==> src/rtl/ivl_timer_pkg.sv <==
package ivl_timer_pkg;

  typedef enum logic [1:0] {
    REG_MODE     = 2'd0,
    REG_STATUS   = 2'd1,
    REG_VAL_ACK  = 2'd2,
    REG_VAL_PEEK = 2'd3
  } reg_idx_e;

  localparam int MODE_EN_BIT     = 24;
  localparam int MODE_IE_BIT     = 25;
  localparam int STATUS_FLAG_BIT = 0;
  localparam int WORD_LSB        = 2;

  function automatic reg_idx_e word_of(input logic [1:0] sel_bits);
    return reg_idx_e'(sel_bits);
  endfunction

endpackage

==> src/rtl/ivl_prescaler.sv <==
module ivl_prescaler #(
  parameter int DIV = 16
) (
  input  logic clk,
  input  logic rst_n,
  output logic tick
);

  generate
    if (DIV <= 1) begin : g_pass
      assign tick = 1'b1;
    end else begin : g_div
      localparam int PW = $clog2(DIV);
      localparam logic [PW-1:0] LAST = PW'(DIV - 1);
      logic [PW-1:0] phase;

      always_ff @(posedge clk or negedge rst_n) begin
        if (!rst_n) begin
          phase <= '0;
        end else if (phase == LAST) begin
          phase <= '0;
        end else begin
          phase <= phase + 1'b1;
        end
      end

      assign tick = (phase == LAST);
    end
  endgenerate

endmodule

==> src/rtl/ivl_count_core.sv <==
module ivl_count_core #(
  parameter int VAL_W = 20,
  parameter int CNT_W = 12
) (
  input  logic             clk,
  input  logic             rst_n,
  input  logic             tick,
  input  logic             tmr_en,
  input  logic [VAL_W-1:0] period,
  input  logic             ack,
  output logic [VAL_W-1:0] value,
  output logic [CNT_W-1:0] ovf_cnt,
  output logic             flag,
  output logic             wrap
);

  localparam logic [CNT_W-1:0] CNT_MAX = '1;
  localparam logic [CNT_W-1:0] CNT_ONE = CNT_W'(1);

  logic running;
  logic step;

  always_comb begin
    running = tmr_en || (value != '0);
    wrap    = tick && running && (value >= period);
    step    = tick && running && !wrap;
  end

  always_ff @(posedge clk or negedge rst_n) begin
    if (!rst_n) begin
      value <= '0;
    end else if (wrap) begin
      value <= '0;
    end else if (step) begin
      value <= value + 1'b1;
    end
  end

  always_ff @(posedge clk or negedge rst_n) begin
    if (!rst_n) begin
      ovf_cnt <= '0;
      flag    <= 1'b0;
    end else begin
      unique case ({wrap, ack})
        2'b11: begin
          ovf_cnt <= CNT_ONE;
          flag    <= 1'b1;
        end
        2'b10: begin
          if (ovf_cnt != CNT_MAX) begin
            ovf_cnt <= ovf_cnt + 1'b1;
          end
          flag <= 1'b1;
        end
        2'b01: begin
          ovf_cnt <= '0;
          flag    <= 1'b0;
        end
        default: begin
          ovf_cnt <= ovf_cnt;
          flag    <= flag;
        end
      endcase
    end
  end

endmodule

==> src/rtl/ivl_regfile.sv <==
module ivl_regfile
  import ivl_timer_pkg::*;
#(
  parameter int VAL_W  = 20,
  parameter int CNT_W  = 12,
  parameter int ADDR_W = 4
) (
  input  logic                   clk,
  input  logic                   rst_n,
  input  logic                   bus_sel,
  input  logic                   bus_wr,
  input  logic [ADDR_W-1:0]      bus_addr,
  input  logic [VAL_W+CNT_W-1:0] bus_wdata,
  input  logic [VAL_W-1:0]       value,
  input  logic [CNT_W-1:0]       ovf_cnt,
  input  logic                   flag,
  output logic [VAL_W-1:0]       period,
  output logic                   tmr_en,
  output logic                   irq_en,
  output logic                   rd_ack,
  output logic                   rd_peek,
  output logic                   rd_req,
  output logic                   mode_wr,
  output logic [VAL_W+CNT_W-1:0] bus_rdata,
  output logic                   bus_rvalid
);

  localparam int DW = VAL_W + CNT_W;

  reg_idx_e       idx;
  logic [DW-1:0]  rd_word;
  logic           unused_bits;

  assign idx     = word_of(bus_addr[WORD_LSB+1:WORD_LSB]);
  assign rd_req  = bus_sel && !bus_wr;
  assign mode_wr = bus_sel && bus_wr && (idx == REG_MODE);
  assign rd_ack  = rd_req && (idx == REG_VAL_ACK);
  assign rd_peek = rd_req && (idx == REG_VAL_PEEK);

  assign unused_bits = ^{bus_addr[WORD_LSB-1:0], bus_wdata[MODE_EN_BIT-1:VAL_W],
                         bus_wdata[DW-1:MODE_IE_BIT+1]};

  always_ff @(posedge clk or negedge rst_n) begin
    if (!rst_n) begin
      period <= '0;
      tmr_en <= 1'b0;
      irq_en <= 1'b0;
    end else if (mode_wr) begin
      period <= bus_wdata[VAL_W-1:0];
      tmr_en <= bus_wdata[MODE_EN_BIT];
      irq_en <= bus_wdata[MODE_IE_BIT];
    end
  end

  always_comb begin
    rd_word = '0;
    unique case (idx)
      REG_MODE: begin
        rd_word[VAL_W-1:0]  = period;
        rd_word[MODE_EN_BIT] = tmr_en;
        rd_word[MODE_IE_BIT] = irq_en;
      end
      REG_STATUS: begin
        rd_word[STATUS_FLAG_BIT] = flag;
      end
      default: begin
        rd_word = {ovf_cnt, value};
      end
    endcase
  end

  always_ff @(posedge clk or negedge rst_n) begin
    if (!rst_n) begin
      bus_rdata  <= '0;
      bus_rvalid <= 1'b0;
    end else begin
      bus_rvalid <= rd_req;
      if (rd_req) begin
        bus_rdata <= rd_word;
      end
    end
  end

endmodule

==> src/rtl/ivl_timer.sv <==
module ivl_timer #(
  parameter int PRESCALE = 16,
  parameter int VAL_W    = 20,
  parameter int CNT_W    = 12,
  parameter int ADDR_W   = 4
) (
  input  logic                   clk,
  input  logic                   rst_n,
  input  logic                   bus_sel,
  input  logic                   bus_wr,
  input  logic [ADDR_W-1:0]      bus_addr,
  input  logic [VAL_W+CNT_W-1:0] bus_wdata,
  output logic [VAL_W+CNT_W-1:0] bus_rdata,
  output logic                   bus_rvalid,
  output logic                   irq
);

  logic             tick;
  logic [VAL_W-1:0] period;
  logic             tmr_en;
  logic             irq_en;
  logic             rd_ack;
  logic             rd_peek;
  logic             rd_req;
  logic             mode_wr;
  logic [VAL_W-1:0] value;
  logic [CNT_W-1:0] ovf_cnt;
  logic             flag;
  logic             wrap;

  ivl_prescaler #(.DIV(PRESCALE)) u_pre (
    .clk  (clk),
    .rst_n(rst_n),
    .tick (tick)
  );

  ivl_count_core #(.VAL_W(VAL_W), .CNT_W(CNT_W)) u_core (
    .clk    (clk),
    .rst_n  (rst_n),
    .tick   (tick),
    .tmr_en (tmr_en),
    .period (period),
    .ack    (rd_ack),
    .value  (value),
    .ovf_cnt(ovf_cnt),
    .flag   (flag),
    .wrap   (wrap)
  );

  ivl_regfile #(.VAL_W(VAL_W), .CNT_W(CNT_W), .ADDR_W(ADDR_W)) u_regs (
    .clk       (clk),
    .rst_n     (rst_n),
    .bus_sel   (bus_sel),
    .bus_wr    (bus_wr),
    .bus_addr  (bus_addr),
    .bus_wdata (bus_wdata),
    .value     (value),
    .ovf_cnt   (ovf_cnt),
    .flag      (flag),
    .period    (period),
    .tmr_en    (tmr_en),
    .irq_en    (irq_en),
    .rd_ack    (rd_ack),
    .rd_peek   (rd_peek),
    .rd_req    (rd_req),
    .mode_wr   (mode_wr),
    .bus_rdata (bus_rdata),
    .bus_rvalid(bus_rvalid)
  );

  assign irq = flag && irq_en;

endmodule

==> config.mk <==
export PLATFORM = sky130hd
export DESIGN_NAME = ivl_timer
export DESIGN_NICKNAME = d
export VERILOG_FILES = /design/src/rtl/ivl_timer_pkg.sv /design/src/rtl/ivl_prescaler.sv /design/src/rtl/ivl_count_core.sv /design/src/rtl/ivl_regfile.sv /design/src/rtl/ivl_timer.sv
export SDC_FILE = /design/constraint.sdc
export NUM_CORES = 1
export LEC_CHECK = 0
export BUFFER_PORTS_ARGS = -buffer_cell sky130_fd_sc_hd__buf_2
export CORE_UTILIZATION = 47
export DETAILED_ROUTE_END_ITERATION = 6
export HOLD_SLACK_MARGIN = 0.02
export PLACE_DENSITY = 0.79
export REMOVE_ABC_BUFFERS = 1
export SYNTH_ARGS = -nofsm -noshare
export SYNTH_HDL_FRONTEND = slang
export SYNTH_SLANG_ARGS = --single-unit
export TNS_END_PERCENT = 20
==> constraint.sdc <==
create_clock -name clk -period 3.4 [get_ports clk]
set_clock_uncertainty 0.2 [all_clocks]
set_input_delay 0 -clock clk [delete_from_list [all_inputs] [get_ports clk]]
set_output_delay 0 -clock clk [all_outputs]
set_load 0.05 [all_outputs]
==> impl_metrics.toml <==
[synthesis]
synth-edff-count = 0
synth_ff_type = "dfrtp_1"
ys_seq_area_share_pct = 46.74
synthArstFlopShare_pct = 100.0
synth.distinct_cells = 52
syn_area_um2 = 4926
syn_inst = 547
avgSynthCellArea_um2 = 9.005
ys_seq_elements = 92
ys_warn_count = 0

[finish]
area_growth_pct = 20.45
drive_above_1_share_pct = 20.13
fillCellCount = 884
insertedDiodeCount = 0
final_common_cell = "dfrtp_1"
layout_common_cells = "dfrtp_1, nand2_1, buf_2"
multi_input_area_um2 = 2362
final_cells = 772
final_net_count = 699
register_area_um2 = 2302

[timing]
finalMaxSlewViolations = 0
fin_crit_ns = 3.168
slew_headroom_pct = 42.52
rsz0062_at_grt = "false"
finalSetupViolCount = 0
layout_worst_path_cycle_share_pct = 93.18
fmax_mhz = 315.6
setup_ws_ns = 0.2317
hold_ws_ns = 0.03033
worst_pin_slew_ns = 0.8622
hold_viol_final = 0

[grt]
gr-total-overflow = 0
grt_max_degree = 59
grt_usage_pct = 22.48
grt_pass1_vias = 4225
antenna_found_initial = 0
grt_pass1_wl_um = 19790

[routing]
avgRoutedWirePerCell_um = 15.10
routed_via_density = 5.620
vias = 4339
antenna_left = 0
first_iter_violations = 289
wl_met1_um = 5145
met2_length_um = 5746
wl_um = 11660
dr.pass1.iters = 5
route.detailed.drc = 0
top_layer_used = "met4"
dr_wl_met3_um = 515

[die]
fp.dieH_um = 104.4
io_pins = 74
start_util_pct = 48.15
dieArea_um2 = 10890
die_x_um = 104.4
rows = 37
core_um2 = 10230

[cts]
numClockSinks = 92
root_buffer = "clkbuf_8"
postCtsSetupRepairBufs = 0
cts.htree.levels = 3
cts_made_buffers = 9
clk_latency_ns = 0.36
clk_pin_slew_ns = 0.10
cts_tree = "done"
cts_buffer_depth = 2

[worst_setup_path]
crit_required_ns = 3.47
crit_slowest_cell = "or3_1"
critical_path_class = "reg2reg"
cp_cell_sequence = "inv_1 -> ha_1 -> nor2_1 -> or3_1 -> o221ai_2 -> a2111oi_4 -> nor2_1 -> inv_1 -> ha_1 -> a41o_1 -> or2_4 -> o31ai_1"
start_kind = "flip-flop"
crit_buf_inv = 2
cp_data_arrival_time_ns = 3.24
end_kind = "flip-flop"
max_stage_delay_ns = 0.38
path_delay_family = "simple AND/OR/NAND/NOR gates"
worstPathMaxFanout = 8

[outcome]
status = "finished clean"

[placement]
dp_hpwl_um = 7994
routabilityCongestion = 0.9234
dp_cells = 731
dp_slack_ns = 0.1530
portBuffers = 61

[power]
power_density_nw_per_um2 = 454.4
finalPower_w = 0.002696
max-vdd-ir-drop_v = 0.0002138
power_leakage_nw = 2.813

[worst_hold_path]
holdCritPathClass = "in2async"

[run]
drv_cap = 0
## layer usage
metal,GRT usage [%],vias up
li1,-,2096
met1,28.78,2090
met2,38.36,128
met3,4.699,25
met4,6.224,0
met5,0,-
## kinds of logic (layout without fill, tap and decap cells)
| logic type | Yosys count | in the layout | synth area share [%] |
|---|---|---|---|
| flip-flops | 92 | 92 | 46.74 |
| buffers and inverters | 70 | 159 | 5.613 |
| XOR/XNOR | 1 | 1 | 0.1778 |
| AO/OA/AOI/OAI | 140 | 140 | 19.20 |
| AND/OR/NAND/NOR | 211 | 211 | 20.04 |
| multiplexers | 5 | 5 | 1.118 |
| adder cells (fa/ha/maj) | 28 | 28 | 7.112 |
## registers in the layout, summed over array words and instances, names as in the netlist
signal,cells
u_regs.tmr_en,1
u_core.value,20
u_regs.bus_rvalid,1
u_regs.period,20
u_regs.irq_en,1
u_pre.g_div.phase,4
u_core.flag,1
u_regs.bus_rdata,32
u_core.ovf_cnt,12
## synthesized netlist by cell type (3+ instances only)
| library cell | instances | area (um2) |
|---|---|---|
| and2_0 | 3 | 18.77 |
| a221oi_1 | 9 | 78.83 |
| a31oi_1 | 11 | 68.82 |
| dfrtp_1 | 92 | 2302 |
| nand2b_1 | 5 | 31.28 |
| nand2_1 | 82 | 307.8 |
| o41ai_1 | 6 | 52.55 |
| o31ai_1 | 6 | 45.04 |
| a21oi_1 | 25 | 125.1 |
| nor3_1 | 16 | 80.08 |
| nor4_1 | 4 | 25.02 |
| nor2_1 | 35 | 131.4 |
| and3_1 | 5 | 31.28 |
| a22oi_1 | 7 | 52.55 |
| mux2_2 | 4 | 45.04 |
| nand3_1 | 31 | 155.2 |
| o21ai_0 | 50 | 250.2 |
| o21a_1 | 3 | 22.52 |
| ha_1 | 28 | 350.3 |
| nor2b_1 | 3 | 18.77 |
| and2_1 | 6 | 37.54 |
| nand4_1 | 7 | 43.79 |
| a21boi_0 | 3 | 22.52 |
| inv_1 | 30 | 112.6 |
| buf_2 | 5 | 25.02 |
| clkbuf_1 | 30 | 112.6 |
| buf_1 | 4 | 15.01 |
| o31ai_2 | 8 | 100.1 |
## stage by stage
| stage | cell area (um2) | utilization, % | setup TNS [ns] |
|---|---|---|---|
| 6_report | 5933 | 57.99 | 0 |
| 4_1_cts | 5918 | 57.85 | 0 |
| 3_5_place_dp | 5443 | 53.20 | 0 |
| 5_1_grt | 5933 | 57.99 | 0 |
| 2_1_floorplan | 4762 | - | -2.319 |
| 3_3_place_gp | 5443 | 53.20 | 0 |
## timing repair
action	in CTS	in global routing
hold buffers	25	0
endpoints found under the hold margin	79	0
endpoints found under the setup margin	0	7
resized for setup	0	4
## final timing paths
kind / slack (ns) / start / cells past startpoint / to
setup / recovery: 0.23 / u_regs.period[3] / 12 / u_core.ovf_cnt[9]
hold / removal: 0.03 / rst_n / 2 / u_regs.period[3]
setup reg to reg: 0.23 / u_regs.period[3] / 12 / u_core.ovf_cnt[9]
hold reg to reg: 0.27 / u_regs.bus_rdata[21] / 2 / u_regs.bus_rdata[21]
max in group asynchronous: 2.20 / rst_n / 3 / u_regs.bus_rdata[16]
min in group clk: 0.05 / bus_wr / 4 / u_regs.period[1]
## final cells by class
cell class,count,share of cell area [%]
repair buffers,113,12.82
clock inverters,6,1.476
well taps,136,2.868
flip-flops and latches,92,38.80
clock buffers,10,2.320
multi-input cells,385,39.81
inverters,30,1.898
## power by group
| group | switching (W) | internal [W] |
|---|---|---|
| registers | 0.0000672 | 0.00120 |
| clock network | 0.000401 | 0.000433 |
| logic | 0.000396 | 0.000196 |
Note: power is estimated with default switching activity, not from simulation.
